File: src/rtl/pinport_pkg.sv
package pinport_pkg;

    localparam int PORT_W = 8;
    localparam int SPI_W  = 4;
    localparam int UART_W = 2;
    localparam int ADDR_W = 3;

    typedef enum logic [ADDR_W-1:0] {
        REG_DATA = 3'd0,
        REG_DIR  = 3'd1,
        REG_POL  = 3'd2,
        REG_IEN  = 3'd3,
        REG_FLAG = 3'd4
    } reg_addr_e;

    typedef enum logic [1:0] {
        OWN_GPIO,
        OWN_UART,
        OWN_SPI_A,
        OWN_SPI_B
    } owner_e;

    typedef struct packed {
        logic [PORT_W-1:0] data;
        logic [PORT_W-1:0] dir;
        logic [PORT_W-1:0] pol;
        logic [PORT_W-1:0] ien;
        logic [PORT_W-1:0] flag;
    } port_regs_t;

    // Fixed priority: second SPI > serial port > GPIO on the upper half,
    // first SPI > GPIO on the lower half.
    function automatic owner_e pin_owner(input int idx, input logic a_en,
                                         input logic b_en, input logic u_en);
        if (idx >= SPI_W) begin
            if (b_en) return OWN_SPI_B;
            if (idx >= PORT_W - UART_W && u_en) return OWN_UART;
            return OWN_GPIO;
        end
        if (a_en) return OWN_SPI_A;
        return OWN_GPIO;
    endfunction

endpackage

File: src/rtl/pinport_sync.sv
module pinport_sync
    import pinport_pkg::*;
#(
    parameter int STAGES = 2
) (
    input  logic              clk,
    input  logic              rst,
    input  logic [PORT_W-1:0] pin_in,
    input  logic [PORT_W-1:0] pol,
    output logic [PORT_W-1:0] sync,
    output logic [PORT_W-1:0] act_edge
);
    logic [PORT_W-1:0] chain [STAGES];
    logic [PORT_W-1:0] prev;

    always_ff @(posedge clk) begin
        if (rst) begin
            for (int s = 0; s < STAGES; s++) chain[s] <= '0;
            prev <= '0;
        end else begin
            chain[0] <= pin_in;
            for (int s = 1; s < STAGES; s++) chain[s] <= chain[s-1];
            prev <= chain[STAGES-1];
        end
    end

    assign sync = chain[STAGES-1];

    logic [PORT_W-1:0] rise, fall;
    assign rise     = sync & ~prev;
    assign fall     = ~sync & prev;
    assign act_edge = (pol & rise) | (~pol & fall);
endmodule

File: src/rtl/pinport_regs.sv
module pinport_regs
    import pinport_pkg::*;
(
    input  logic              clk,
    input  logic              rst,
    input  logic [ADDR_W-1:0] bus_addr,
    input  logic              bus_we,
    input  logic [PORT_W-1:0] bus_wdata,
    input  logic [PORT_W-1:0] sync,
    input  logic [PORT_W-1:0] act_edge,
    output port_regs_t        regs,
    output logic [PORT_W-1:0] bus_rdata
);
    reg_addr_e         sel;
    logic [PORT_W-1:0] clr_mask;

    assign sel      = reg_addr_e'(bus_addr);
    assign clr_mask = (bus_we && sel == REG_FLAG) ? bus_wdata : '0;

    always_ff @(posedge clk) begin
        if (rst) begin
            regs <= '0;
        end else begin
            if (bus_we) begin
                case (sel)
                    REG_DATA: regs.data <= bus_wdata;
                    REG_DIR:  regs.dir  <= bus_wdata;
                    REG_POL:  regs.pol  <= bus_wdata;
                    REG_IEN:  regs.ien  <= bus_wdata;
                    default:  ;
                endcase
            end
            // a fresh edge wins over a same-cycle clear
            regs.flag <= (regs.flag & ~clr_mask) | act_edge;
        end
    end

    always_comb begin
        case (sel)
            REG_DATA: bus_rdata = (regs.data & regs.dir) | (sync & ~regs.dir);
            REG_DIR:  bus_rdata = regs.dir;
            REG_POL:  bus_rdata = regs.pol;
            REG_IEN:  bus_rdata = regs.ien;
            REG_FLAG: bus_rdata = regs.flag;
            default:  bus_rdata = '0;
        endcase
    end
endmodule

File: src/rtl/pinport_mux.sv
module pinport_mux
    import pinport_pkg::*;
(
    input  logic              spi_a_en,
    input  logic [SPI_W-1:0]  spi_a_out,
    input  logic [SPI_W-1:0]  spi_a_oe,
    input  logic              spi_b_en,
    input  logic [SPI_W-1:0]  spi_b_out,
    input  logic [SPI_W-1:0]  spi_b_oe,
    input  logic              uart_en,
    input  logic [UART_W-1:0] uart_out,
    input  logic [UART_W-1:0] uart_oe,
    input  logic [PORT_W-1:0] gpio_out,
    input  logic [PORT_W-1:0] gpio_oe,
    output logic [PORT_W-1:0] pin_out,
    output logic [PORT_W-1:0] pin_oe
);
    for (genvar i = 0; i < PORT_W; i++) begin : g_pin
        owner_e own;
        assign own = pin_owner(i, spi_a_en, spi_b_en, uart_en);

        if (i >= PORT_W - UART_W) begin : g_top
            always_comb begin
                case (own)
                    OWN_SPI_B: begin pin_out[i] = spi_b_out[i-SPI_W];
                                     pin_oe[i]  = spi_b_oe[i-SPI_W]; end
                    OWN_UART:  begin pin_out[i] = uart_out[i-(PORT_W-UART_W)];
                                     pin_oe[i]  = uart_oe[i-(PORT_W-UART_W)]; end
                    default:   begin pin_out[i] = gpio_out[i];
                                     pin_oe[i]  = gpio_oe[i]; end
                endcase
            end
        end else if (i >= SPI_W) begin : g_mid
            always_comb begin
                if (own == OWN_SPI_B) begin
                    pin_out[i] = spi_b_out[i-SPI_W];
                    pin_oe[i]  = spi_b_oe[i-SPI_W];
                end else begin
                    pin_out[i] = gpio_out[i];
                    pin_oe[i]  = gpio_oe[i];
                end
            end
        end else begin : g_low
            always_comb begin
                if (own == OWN_SPI_A) begin
                    pin_out[i] = spi_a_out[i];
                    pin_oe[i]  = spi_a_oe[i];
                end else begin
                    pin_out[i] = gpio_out[i];
                    pin_oe[i]  = gpio_oe[i];
                end
            end
        end
    end
endmodule

File: src/rtl/pinport_ctrl.sv
module pinport_ctrl
    import pinport_pkg::*;
#(
    parameter int SYNC_STAGES = 2
) (
    input  logic              clk,
    input  logic              rst,
    input  logic [ADDR_W-1:0] bus_addr,
    input  logic              bus_we,
    input  logic [PORT_W-1:0] bus_wdata,
    output logic [PORT_W-1:0] bus_rdata,
    input  logic [PORT_W-1:0] pin_in,
    output logic [PORT_W-1:0] pin_out,
    output logic [PORT_W-1:0] pin_oe,
    output logic              irq,
    input  logic              spi_a_en,
    input  logic [SPI_W-1:0]  spi_a_out,
    input  logic [SPI_W-1:0]  spi_a_oe,
    input  logic              spi_b_en,
    input  logic [SPI_W-1:0]  spi_b_out,
    input  logic [SPI_W-1:0]  spi_b_oe,
    input  logic              uart_en,
    input  logic [UART_W-1:0] uart_out,
    input  logic [UART_W-1:0] uart_oe
);
    port_regs_t        regs;
    logic [PORT_W-1:0] sync;
    logic [PORT_W-1:0] act_edge;

    pinport_sync #(.STAGES(SYNC_STAGES)) u_sync (
        .clk      (clk),
        .rst      (rst),
        .pin_in   (pin_in),
        .pol      (regs.pol),
        .sync     (sync),
        .act_edge (act_edge)
    );

    pinport_regs u_regs (
        .clk       (clk),
        .rst       (rst),
        .bus_addr  (bus_addr),
        .bus_we    (bus_we),
        .bus_wdata (bus_wdata),
        .sync      (sync),
        .act_edge  (act_edge),
        .regs      (regs),
        .bus_rdata (bus_rdata)
    );

    pinport_mux u_mux (
        .spi_a_en  (spi_a_en),
        .spi_a_out (spi_a_out),
        .spi_a_oe  (spi_a_oe),
        .spi_b_en  (spi_b_en),
        .spi_b_out (spi_b_out),
        .spi_b_oe  (spi_b_oe),
        .uart_en   (uart_en),
        .uart_out  (uart_out),
        .uart_oe   (uart_oe),
        .gpio_out  (regs.data),
        .gpio_oe   (regs.dir),
        .pin_out   (pin_out),
        .pin_oe    (pin_oe)
    );

    assign irq = |(regs.flag & regs.ien);
endmodule

File: config.mk
export PLATFORM = sky130hd
export DESIGN_NAME = pinport_ctrl
export DESIGN_NICKNAME = d
export VERILOG_FILES = /design/src/rtl/pinport_pkg.sv /design/src/rtl/pinport_sync.sv /design/src/rtl/pinport_regs.sv /design/src/rtl/pinport_mux.sv /design/src/rtl/pinport_ctrl.sv
export SDC_FILE = /design/constraint.sdc
export NUM_CORES = 1
export LEC_CHECK = 0
export ABC_AREA = 1
export BUFFER_PORTS_ARGS = -buffer_cell sky130_fd_sc_hd__buf_2
export CORE_MARGIN = 4
export CORE_UTILIZATION = 48
export DETAILED_ROUTE_END_ITERATION = 7
export PLACE_DENSITY_LB_ADDON = 0.3
export SLEW_MARGIN = 15
export SYNTH_ARGS = -nofsm -noshare
export SYNTH_HDL_FRONTEND = slang
export SYNTH_HIERARCHICAL = 1
export SYNTH_SLANG_ARGS = --single-unit
export TNS_END_PERCENT = 50
File: constraint.sdc
create_clock -name clk -period 1.6 [get_ports clk]
set_input_delay 0.16 -clock clk [delete_from_list [all_inputs] [get_ports clk]]
set_output_delay 0.16 -clock clk [all_outputs]
set_load 0.005 [all_outputs]
### Yosys cells after proc, flatten, opt, wreduce, memory -nomap -nowiden

Memories as Yosys holds them, arrays and structs flattened.
Index checks and enable logic that the tools add are counted.

* word-level logic and storage cells: 74
* register bits: 48
* latch bits: 0
* bits in writable memories: 16
* ROM bits: 0
* input port bits: 45
* output and inout port bits: 25
* memories kept: 1

* bitwise logic cells: 18
* $add $sub $neg: 0
* reduce and logical (&&, ||, !) cells: 7
* $lt $le $gt $ge: 0
* multiply operators: 0
* div/mod/pow operators: 0
* shift operators: 0
* mux-type cells: 34
* equal/unequal tests: 8

Memories
* u_sync.chain: words 2, width 8, rd ports 2, clocked after Yosys merged registers in 0, write ports 2, line pinport_sync.sv:13 `logic [PORT_W-1:0] chain [STAGES];`

Operators with widths (count)
* AND 8 bit: 8
* inverter 8 bit: 5
* one-hot mux 8 bit (5 select lines): 1
* 2-to-1 mux 8 bit: 3
* bitwise OR 8 bit: 3
* 2-to-1 mux 1 bit: 19
* 2-to-1 mux 2 bit: 7
* one-hot mux 1 bit (2 select lines): 4
* AND reduction 2 bit: 4
* OR reduction 8 bit: 1
* == test 2 bit, second input constant: 3
* == test 3 x 2 -> 1 bit, second input constant: 2
* == test 3 x 1 -> 1 bit, second input constant: 1
* == test 3 bit, second input constant: 1
* logical NOT 3 bit: 1
* == test 2 x 1 -> 1 bit, second input constant: 1
* bitwise OR 1 bit: 2
* logical AND 1 bit: 1

### Longest topological paths before layout

Gate-level depths: netlist of the first run.

* depth in word-level cells: 6
* depth in mapped cells: 9
* gate-level depth less buffers: 7

### By module

The synthesis of the first run kept the hierarchy.

Modules (own cells, without submodules)
* pinport_regs: seq. area each 800.8 sq um, area an instance 2094.5 sq um, cells an instance 333, times used 1
* pinport_sync: seq. area each 480.5 sq um, area an instance 913.4 sq um, cells an instance 122, times used 1
* pinport_mux: seq. area each 0.0 sq um, area an instance 247.7 sq um, cells an instance 56, times used 1
* pinport_ctrl: seq. area each 0.0 sq um, area an instance 56.3 sq um, cells an instance 15, times used 1

### Worst setup path before layout of the first run

OpenSTA, ideal clock, no wires.

* path kind: input to output
* start: input bus_addr[2]
* end: output bus_rdata[2]
* stages on the path: 9
* path slack: 0.520 ns
* data arrival time: 0.920 ns
* buffers on the path: 2
* data required time: 1.440 ns
* cells stage by stage: buf_4 > inv_2 > nand2_4 > nor2_4 > buf_6 > nand2_1 > nand2_1 > nor2_1 > nand2_1

* cells in the longest elaborated chain, start to end: 2
* elaborated cells between the ends (all ways): 6
* classes of those cells: eq/ne (4); mux (1); reduce/logical (1)

RTL lines
* start: declaration: line pinport_ctrl.sv:8 `input logic [ADDR_W-1:0] bus_addr,`
* == test 3 bit (tied with other cells): line pinport_regs.sv:39 `case (sel)`
* one-hot mux 8 bit (5 select lines) *: line pinport_regs.sv:39
* end: declaration: line pinport_ctrl.sv:11 `output logic [PORT_W-1:0] bus_rdata,`

Mark *: on every way between the ends. The rest lies on a longest branch, timed or not.

==> results of run 1 <==
registers in the layout, indices dropped and copies added (netlist names):
| name | count |
|---|---|
| u_regs/regs | 40 |
| u_sync/chain | 16 |
| u_sync/prev | 8 |
kinds of logic (layout without fill, tap and decap cells):
| group | count (synthesis) | after routing | share of synthesized area [%] |
|---|---|---|---|
| buffers and inverters | 122 | 195 | 16.62 |
| flip-flops | 64 | 64 | 38.69 |
| AO/OA/AOI/OAI | 40 | 40 | 6.045 |
| AND/OR/NAND/NOR | 300 | 300 | 38.65 |
routing by layer:
metal  global-route usage, %  up-vias  routed length (µm)
met2                   33.78      150                3942
li1                        -     1717                   -
met3                   4.640       22                 716
met1                   28.17     1468                3860
met4                   9.296        0                 227
met5                       0        -                   0
where the power goes:
group / total, mW / internal [mW] / leakage [nW] / switching, mW
Combinational: 0.397 / 0.151 / 1.28 / 0.246
Clock: 1.34 / 0.711 / 0.0920 / 0.625
Sequential: 1.69 / 1.65 / 0.522 / 0.0397
Total: 3.42 / 2.51 / 1.90 / 0.910
worst max-delay path, stage by stage, from the launching register on:
cell     delay (ns)
dfxtp_1        0.35
inv_1          0.06
o21ai_0        0.17
nand2_1        0.09
nand4_1        0.12
buf_2          0.12
per-stage QoR:
stage / total power, mW / setup slack (ns)
floorplan: 1.955 / 0.5198
global placement: 2.107 / 0.3228
detailed placement: 2.116 / 0.2803
CTS: 3.451 / 0.2147
global route: 3.576 / 0.1166
finish: 3.420 / 0.2001
cells in the mapped netlist (all sizes together):
| cell type | count | area [µm²] |
|---|---|---|
| nor2 | 63 | 269.0 |
| nand2 | 170 | 648.1 |
| buf | 21 | 171.4 |
| dfxtp | 64 | 1281 |
| a21oi | 24 | 120.1 |
| o21ai | 16 | 80.08 |
| inv | 98 | 367.8 |
| nand3 | 57 | 290.3 |
| nand4 | 9 | 56.30 |
| clkbuf | 3 | 11.26 |
| nor3 | 1 | 16.27 |
cell type report:
| cell class | instances | area, µm² | area share, % |
|---|---|---|---|
| multi-input cells | 340 | 1480 | 38.30 |
| flip-flops and latches | 64 | 1281 | 33.15 |
| repair buffers | 81 | 447.9 | 11.59 |
| inverters | 98 | 367.9 | 9.518 |
| clock buffers | 10 | 127.6 | 3.302 |
| well taps | 80 | 100.1 | 2.590 |
| clock inverters | 6 | 60.06 | 1.554 |
placed cells by master (no fill, tap or decap):
cell          n
nand2_1     168
inv_1        93
buf_2        69
dfxtp_1      64
nor2_1       58
nand3_1      56
a21oi_1      24
o21ai_0      16
buf_4        11
clkbuf_8      9
nand4_1       9
inv_2         5
nor2_4        4
clkinv_2      3
clkinvlp_4    2
clkbuf_1      1
bufinv_16     1
nor2_2        1
nand2_4       1
nand2_2       1
nor3_4        1
nand3_2       1
buf_12        1
worst paths after layout:
| check | startpoint | to | slack, ns |
|---|---|---|---|
| max | u_sync/chain[0][11]$_SDFF_PP0_ | bus_rdata[3] | 0.20 |
| min | pin_in[4] | u_sync/chain[0][4]$_SDFF_PP0_ | 0.02 |
| max reg2reg | u_regs/regs[17]$_SDFFE_PP0P_ | u_regs/regs[1]$_SDFF_PP0_ | 0.74 |
| min reg2reg | u_sync/chain[0][3]$_SDFF_PP0_ | u_sync/chain[0][11]$_SDFF_PP0_ | 0.40 |
==> results.py, run 1 <==
metrics = {
    "outcome": {
        "outcome": "complete, no violations",
    },
    "timing": {
        "relSlewSlack_pct": 61.41,
        "finalHoldViolCount": 0,
        "setup_viol": 0,
        "whs_ns": 0.02075,
        "fin_crit_ns": 1.400,
        "rsz0062_at_grt": "false",
        "fin_tns_setup_ns": 0,
        "clock_skew_ns": 0.01029,
        "tightest_slew_ns": 0.5782,
        "fin_crit_sh_pct": 87.49,
        "drv_slew": 0,
        "achievable-frequency_ghz": 0.7143,
    },
    "layout": {
        "fin_area_um2": 3865,
        "drive_gt1_share_pct": 18.36,
        "fillerInstances": 681,
        "postLayoutCoreUtil_pct": 57.20,
        "fin_nets": 639,
        "area_growth_pct": 16.70,
        "stdcell_count": 679,
        "antennaDiodeCount": 0,
    },
    "die": {
        "fp.dieW_um": 91.07,
        "die-area_um2": 8293,
        "die_h_um": 91.07,
        "initial_core_util_pct": 49.02,
        "rows": 30,
        "io_pins": 70,
        "coreArea_um2": 6756,
    },
    "setup_path": {
        "ff2ff_path_depth": 5,
        "worst_setup_path_end_kind": "output port",
        "crit_arrival_ns": 1.24,
        "path_class": "reg -> out",
        "start_kind": "flop",
        "worstPathRequired_ns": 1.44,
        "cp_max_fo": 3,
    },
    "cts": {
        "cts_htree_levels": 3,
        "cts_sinks": 64,
        "ctsResizeCount": 0,
        "cts_tree": "done",
        "holdBufCountCts": 0,
        "cts_buffers": 9,
        "postCtsSetupBuffers": 0,
        "clock_latency_ns": 0.34,
        "cts.path.max_buffers": 2,
        "cts.clk_slew.worst_paths_ns": 0.07,
        "root_buffer": "clkbuf_8",
    },
    "global_route": {
        "first_global_vias": 3060,
        "antenna_found_initial": 0,
        "grt_pass1_wl_mm": 14.35,
        "grt_max_degree": 49,
        "globalRoute.totalOverflow": 0,
        "grt_use_total_pct": 21.43,
    },
    "detailed_routing": {
        "post_drt_wl_per_cell_um": 12.88,
        "first_pass_iters": 5,
        "initialDrtViolationCount": 308,
        "route.detailed.drc": 0,
        "ant_nets": 0,
        "viasPerCell": 4.944,
        "wl_mm": 8.745,
        "routed-via-count": 3357,
    },
    "synth": {
        "synth_area_um2": 3312,
        "synth_seq_cells": 64,
        "synth_seq_area_share_pct": 38.69,
        "ys_warn_count": 6,
        "syn-instance-count": 526,
        "synthesis.nets": 571,
        "ys_types": 20,
        "postSynthAreaPerCell_um2": 6.296,
    },
    "power_and_ir_drop": {
        "p_per_area_nw_per_um2": 885.0,
        "power_leakage_nw": 1.898,
        "peakVddDrop_uv": 481.8,
    },
    "worst_hold_path": {
        "holdPathStages": 3,
        "hold_class": "in -> reg",
    },
    "placement": {
        "dpl.hpwl_mm": 6.418,
        "portBuffers": 69,
        "gp_congestion": 0.9367,
        "placed_area_um2": 3677,
        "dp_cells": 663,
    },
    "job": {
        "maxCapViolCount": 0,
    },
}
(Power assumes the default switching activity.)
==> inputs of run 2 (changes only) <==
==> constraint.sdc (replaced) <==
create_clock -name clk -period 1.6 [get_ports clk]
set_input_delay 0.08 -clock clk [delete_from_list [all_inputs] [get_ports clk]]
set_output_delay 0.08 -clock clk [all_outputs]
set_load 0.005 [all_outputs]
==> results.py, run 2 (synthesis gave the netlist of run 1 again) <==
metrics = {
    "timing": {
        "finalHoldViolCount": 0,
        "clock_skew_ns": 0.005505,
        "fin_tns_setup_ns": 0,
        "rsz0062_at_grt": "false",
        "fin_crit_ns": 1.307,
        "achievable-frequency_ghz": 0.7648,
        "drv_slew": 0,
        "fin_crit_sh_pct": 81.72,
        "tightest_slew_ns": 0.6171,
        "relSlewSlack_pct": 58.82,
        "setup_ws_ns": 0.2925,
        "setup_viol": 0,
    },
    "cts": {
        "cts_htree_levels": 3,
        "cts_sinks": 64,
        "postCtsSetupBuffers": 0,
        "ctsResizeCount": 0,
        "clock_latency_ns": 0.34,
        "cts_buffers": 9,
        "root_buffer": "clkbuf_8",
        "cts.clk_slew.worst_paths_ns": 0.07,
        "cts_tree": "done",
        "cts.path.max_buffers": 2,
        "holdBufCountCts": 8,
    },
    "setup_path": {
        "path_cells": "buf_2, inv_2, nand2_4, nor2_4, buf_4, nand2_1, nand2_1, nor2_1, nand2_1, buf_2",
        "critPathSlowestCell": "buf_2",
        "crit_top_cell": "nand2_1",
        "endpoint": "bus_rdata[1]",
        "ff2ff_setup_slack_ns": 0.75,
        "crit_arrival_ns": 1.23,
        "r2r-start": "u_regs/regs[20]$_SDFFE_PP0P_",
        "path_class": "in -> out",
        "cp_max_fo": 19,
        "worst_setup_path_end_kind": "output port",
        "worstReg2RegEnd": "u_regs/regs[4]$_SDFF_PP0_",
        "critPathMaxStageDelay_ns": 0.34,
        "worstPathRequired_ns": 1.52,
        "ff2ff_path_depth": 5,
        "start_kind": "primary input",
        "cp-startpoint": "bus_addr[2]",
    },
    "layout": {
        "postLayoutCoreUtil_pct": 58.24,
        "regMostFlops": "u_regs/regs",
        "drive_gt1_share_pct": 17.58,
        "fin_area_um2": 3935,
        "fillerInstances": 684,
        "final-seq-area_um2": 1281,
        "final_common_cell": "nand2_1",
        "largest_reg_flops": 40,
        "reg_top3": "u_regs/regs: 40 flops, u_sync/chain: 16 flops, u_sync/prev: 8 flops",
        "multi_input_area_um2": 1480,
        "area_growth_pct": 18.81,
        "antennaDiodeCount": 0,
        "final_cell_mix": "168 x nand2_1, 93 x inv_1, 69 x buf_2",
        "fin_nets": 643,
    },
    "global_route": {
        "antenna_found_initial": 0,
        "grt_use_total_pct": 22.43,
        "globalRoute.totalOverflow": 0,
        "first_global_vias": 3000,
        "grt_pass1_wl_mm": 14.86,
        "grt_max_degree": 49,
    },
    "detailed_routing": {
        "viasPerCell": 4.862,
        "routed-via-count": 3321,
        "ant_nets": 0,
        "first_pass_iters": 5,
        "route.detailed.drc": 0,
        "wl_mm": 9.061,
        "initialDrtViolationCount": 298,
        "post_drt_wl_per_cell_um": 13.27,
    },
    "die": {
        "io_pins": 70,
        "coreArea_um2": 6756,
        "fp.dieW_um": 91.07,
        "initial_core_util_pct": 49.02,
        "rows": 30,
        "die_h_um": 91.07,
        "die-area_um2": 8293,
    },
    "outcome": {
        "outcome": "complete, no violations",
    },
    "power_and_ir_drop": {
        "p_per_area_nw_per_um2": 925.5,
        "peakVddDrop_uv": 763.6,
        "power_leakage_nw": 1.921,
    },
    "worst_hold_path": {
        "holdPathStages": 3,
        "hold_class": "in -> reg",
    },
    "placement": {
        "portBuffers": 69,
        "placed_area_um2": 3635,
        "dp_slack_ns": 0.3002,
        "dpl.hpwl_mm": 6.664,
        "gp_congestion": 0.9637,
    },
    "job": {
        "maxCapViolCount": 0,
    },
}
[run 2: changes by cell type in the layout (fill, tap and decap cells not counted)]
cell / before / now
buf_4: 11 / 8
dlygate4sd3_1: 0 / 8
bufinv_16: 1 / 2
clkinv_4: 0 / 1
inv_6: 0 / 1
buf_12: 1 / 0
clkinv_2: 3 / 0
[run 2: metrics by stage]
stage	total power, mW	std cells	hold slack (ns)
after floorplan	1.955	526	0.1512
after global placement	2.103	659	0.2775
after detailed placement	2.109	659	0.2870
after CTS	3.678	683	0.02553
after global routing	3.806	683	0.03653
final	3.642	683	0.04077
[run 2: worst min path at each step]
stage | startpoint | end | slack (ns)
after floorplan | rst | u_sync/chain[0][14]$_SDFF_PP0_ | 0.15
after global placement | pin_in[7] | u_sync/chain[0][7]$_SDFF_PP0_ | 0.28
after detailed placement | pin_in[0] | u_sync/chain[0][0]$_SDFF_PP0_ | 0.29
after CTS | bus_wdata[3] | u_regs/regs[27]$_SDFFE_PP0P_ | 0.03
after global routing | bus_wdata[3] | u_regs/regs[27]$_SDFFE_PP0P_ | 0.04
final | bus_wdata[5] | u_regs/regs[29]$_SDFFE_PP0P_ | 0.04
[run 2: report_power, final]
| part | total (mW) | switching (mW) | internal, mW |
|---|---|---|---|
| clock network | 1.55 | 0.666 | 0.886 |
| logic | 0.399 | 0.243 | 0.157 |
| registers | 1.69 | 0.0434 | 1.65 |
[run 2: cell type report]
class	count	area share, %
clock buffer	10	3.243
clock inverter	6	2.353
inverter	98	9.348
multi-input combinational	340	37.62
sequential	64	32.56
tap	80	2.544
timing repair buffer	85	12.34
[run 2: routing by layer]
metal | global-route usage, % | share of wire [%] | up-vias
li1 | - | - | 1731
met1 | 30.62 | 45 | 1446
met2 | 34.95 | 45 | 127
met3 | 3.894 | 7.2 | 17
met4 | 9.296 | 2.3 | 0
met5 | 0 | 0 | -
[run 2: worst max-delay path: cells and delay by family]
kind | cells | cell delay (ns)
buf+inv | 4 | 0.74
simple gates | 6 | 0.41
==> inputs of run 3 (changes only) <==
Clock period 1.6 ns to 1.1 ns, I/O delays scaled along.
==> results.py, run 3 (synthesis gave the netlist of run 1 again) <==
metrics = {
    "die": {
        "initial_core_util_pct": 49.02,
        "fp.dieW_um": 91.07,
        "die-area_um2": 8293,
        "die_h_um": 91.07,
        "coreArea_um2": 6756,
        "io_pins": 70,
        "rows": 30,
    },
    "power_and_ir_drop": {
        "p_per_area_nw_per_um2": 1287,
        "power_leakage_nw": 2.095,
        "p_seq_share_pct": 43.8,
        "switchingPower_mw": 1.425,
        "peakVddDrop_uv": 849.4,
        "swShare_pct": 25.45,
        "power.share.clock_pct": 44.2,
        "p_int_mw": 4.173,
        "p_comb_share_pct": 12.0,
    },
    "timing": {
        "fin_tns_setup_ns": -0.5591,
        "finalHoldViolCount": 0,
        "relSlewSlack_pct": 68.10,
        "whs_ns": 0.01408,
        "setup_viol": 11,
        "clock_skew_ns": 0.008047,
        "achievable-frequency_ghz": 0.8428,
        "fin_crit_ns": 1.187,
        "setup_ws_ns": -0.08651,
        "drv_slew": 0,
        "fin_crit_sh_pct": 107.9,
        "rsz0062_at_grt": "true",
        "tightest_slew_ns": 0.4780,
    },
    "layout": {
        "regMostFlops": "u_regs/regs",
        "final_common_cell": "nand2_1",
        "reg_top3": "u_regs/regs: 40 flops, u_sync/chain: 16 flops, u_sync/prev: 8 flops",
        "stdcell_count": 706,
        "area_growth_pct": 31.36,
        "largest_reg_flops": 40,
        "final_cell_mix": "156 x nand2_1, 89 x inv_1, 69 x buf_2",
        "drive_gt1_share_pct": 33.23,
        "antennaDiodeCount": 0,
        "fin_nets": 666,
    },
    "setup_path": {
        "critPathMaxStageDelay_ns": 0.35,
        "path_class": "reg -> out",
        "start_kind": "flop",
        "worst_setup_path_end_kind": "output port",
        "cp_max_fo": 2,
        "critPathSlowestCell": "dfxtp_2",
        "crit_buf_inv": 2,
        "worstPathRequired_ns": 1.04,
        "path_cells": "inv_2, o21ai_2, nand2_1, nand4_1, buf_2",
        "critPathTopFamily": "flip-flops",
        "crit_arrival_ns": 1.13,
    },
    "cts": {
        "cts.path.max_buffers": 2,
        "cts_sinks": 64,
        "cts_buffers": 9,
        "cts_htree_levels": 3,
        "cts_tree": "done",
        "clock_latency_ns": 0.34,
        "root_buffer": "clkbuf_8",
        "cts.clk_slew.worst_paths_ns": 0.08,
    },
    "placement": {
        "dp_cells": 668,
        "gp_congestion": 0.8917,
        "portBuffers": 69,
        "dpl.hpwl_mm": 6.673,
    },
    "outcome": {
        "violations": "negative setup slack",
        "outcome": "finished with violations",
    },
    "detailed_routing": {
        "wl_mm": 9.482,
        "routed-via-count": 3527,
        "ant_nets": 0,
        "viasPerCell": 4.996,
        "first_pass_iters": 5,
        "initialDrtViolationCount": 329,
        "route.detailed.drc": 0,
        "post_drt_wl_per_cell_um": 13.43,
    },
    "global_route": {
        "globalRoute.totalOverflow": 0,
        "grt_max_degree": 34,
        "grt_use_total_pct": 22.69,
        "first_global_vias": 3115,
        "antenna_found_initial": 0,
        "grt_pass1_wl_mm": 15.10,
    },
    "worst_hold_path": {
        "hold_class": "in -> reg",
    },
    "job": {
        "maxCapViolCount": 0,
    },
}
-- run 3: path summary, 6_finish.rpt --
kind / from / end / slack (ns) / depth (start not counted)
worst max-delay path: u_sync/chain[0][11]$_SDFF_PP0_ / bus_rdata[3] / -0.09 / 5
worst min-delay path: bus_wdata[3] / u_regs/regs[27]$_SDFFE_PP0P_ / 0.01 / 3
worst max register to register: u_sync/chain[0][12]$_SDFF_PP0_ / u_regs/regs[4]$_SDFF_PP0_ / 0.10 / 7
worst min register to register: u_sync/chain[0][2]$_SDFF_PP0_ / u_sync/chain[0][10]$_SDFF_PP0_ / 0.39 / 2
-- run 3: power by group through the flow --
stage	clock network [mW]	logic [mW]	registers, mW
6_report	2.48	0.670	2.45
4_1_cts	2.51	0.641	2.46
5_1_grt	2.62	0.740	2.46
2_1_floorplan	0	0.354	2.49
3_3_place_gp	0	0.572	2.51
3_5_place_dp	0	0.578	2.51
-- run 3: layout make-up --
type                    instances  area [µm²]
fillers                       627        2406
multi-input cells             340        1605
flip-flops and latches         64        1358
repair buffers                108       676.9
inverters                      98       367.9
clock buffers                   9       123.9
clock inverters                 7       118.9
well taps                      80       100.1
-- run 3: routing by layer --
metal | global-route usage [%] | share of wire (%) | vias up
li1 | - | - | 1778
met2 | 35.56 | 44 | 176
met5 | 0 | 0 | -
met1 | 30.54 | 44 | 1533
met3 | 4.805 | 8.7 | 40
met4 | 8.668 | 2.9 | 0
-- run 3: what timing repair did --
item                                   CTS  global route
pin swaps                               16            23
hold buffers                             9             0
endpoints found under the hold margin    9             0
setup endpoints to repair               14            17
resized for setup                       62            42
setup buffers                           10             3
-- run 3: per-stage QoR --
stage / utilization, % / power, mW / instance area, µm² / worst slack (ns)
finish: 64.39 / 5.597 / 4350 / -0.08651
global route: 64.39 / 5.823 / 4350 / -0.1516
CTS: 62.61 / 5.616 / 4230 / -0.08112
detailed placement: 54.98 / 3.091 / 3715 / 0.007434
global placement: 54.98 / 3.081 / 3715 / 0.02090
floorplan: - / 2.844 / 3312 / 0.1459
-- run 3: worst register-to-register path: cells and delay by family, from the launching register on --
| kind | cells | cell delay [ns] |
|---|---|---|
| simple gates | 2 | 0.14 |
| compound gates | 1 | 0.11 |
| buf+inv | 4 | 0.36 |
| flops | 1 | 0.33 |
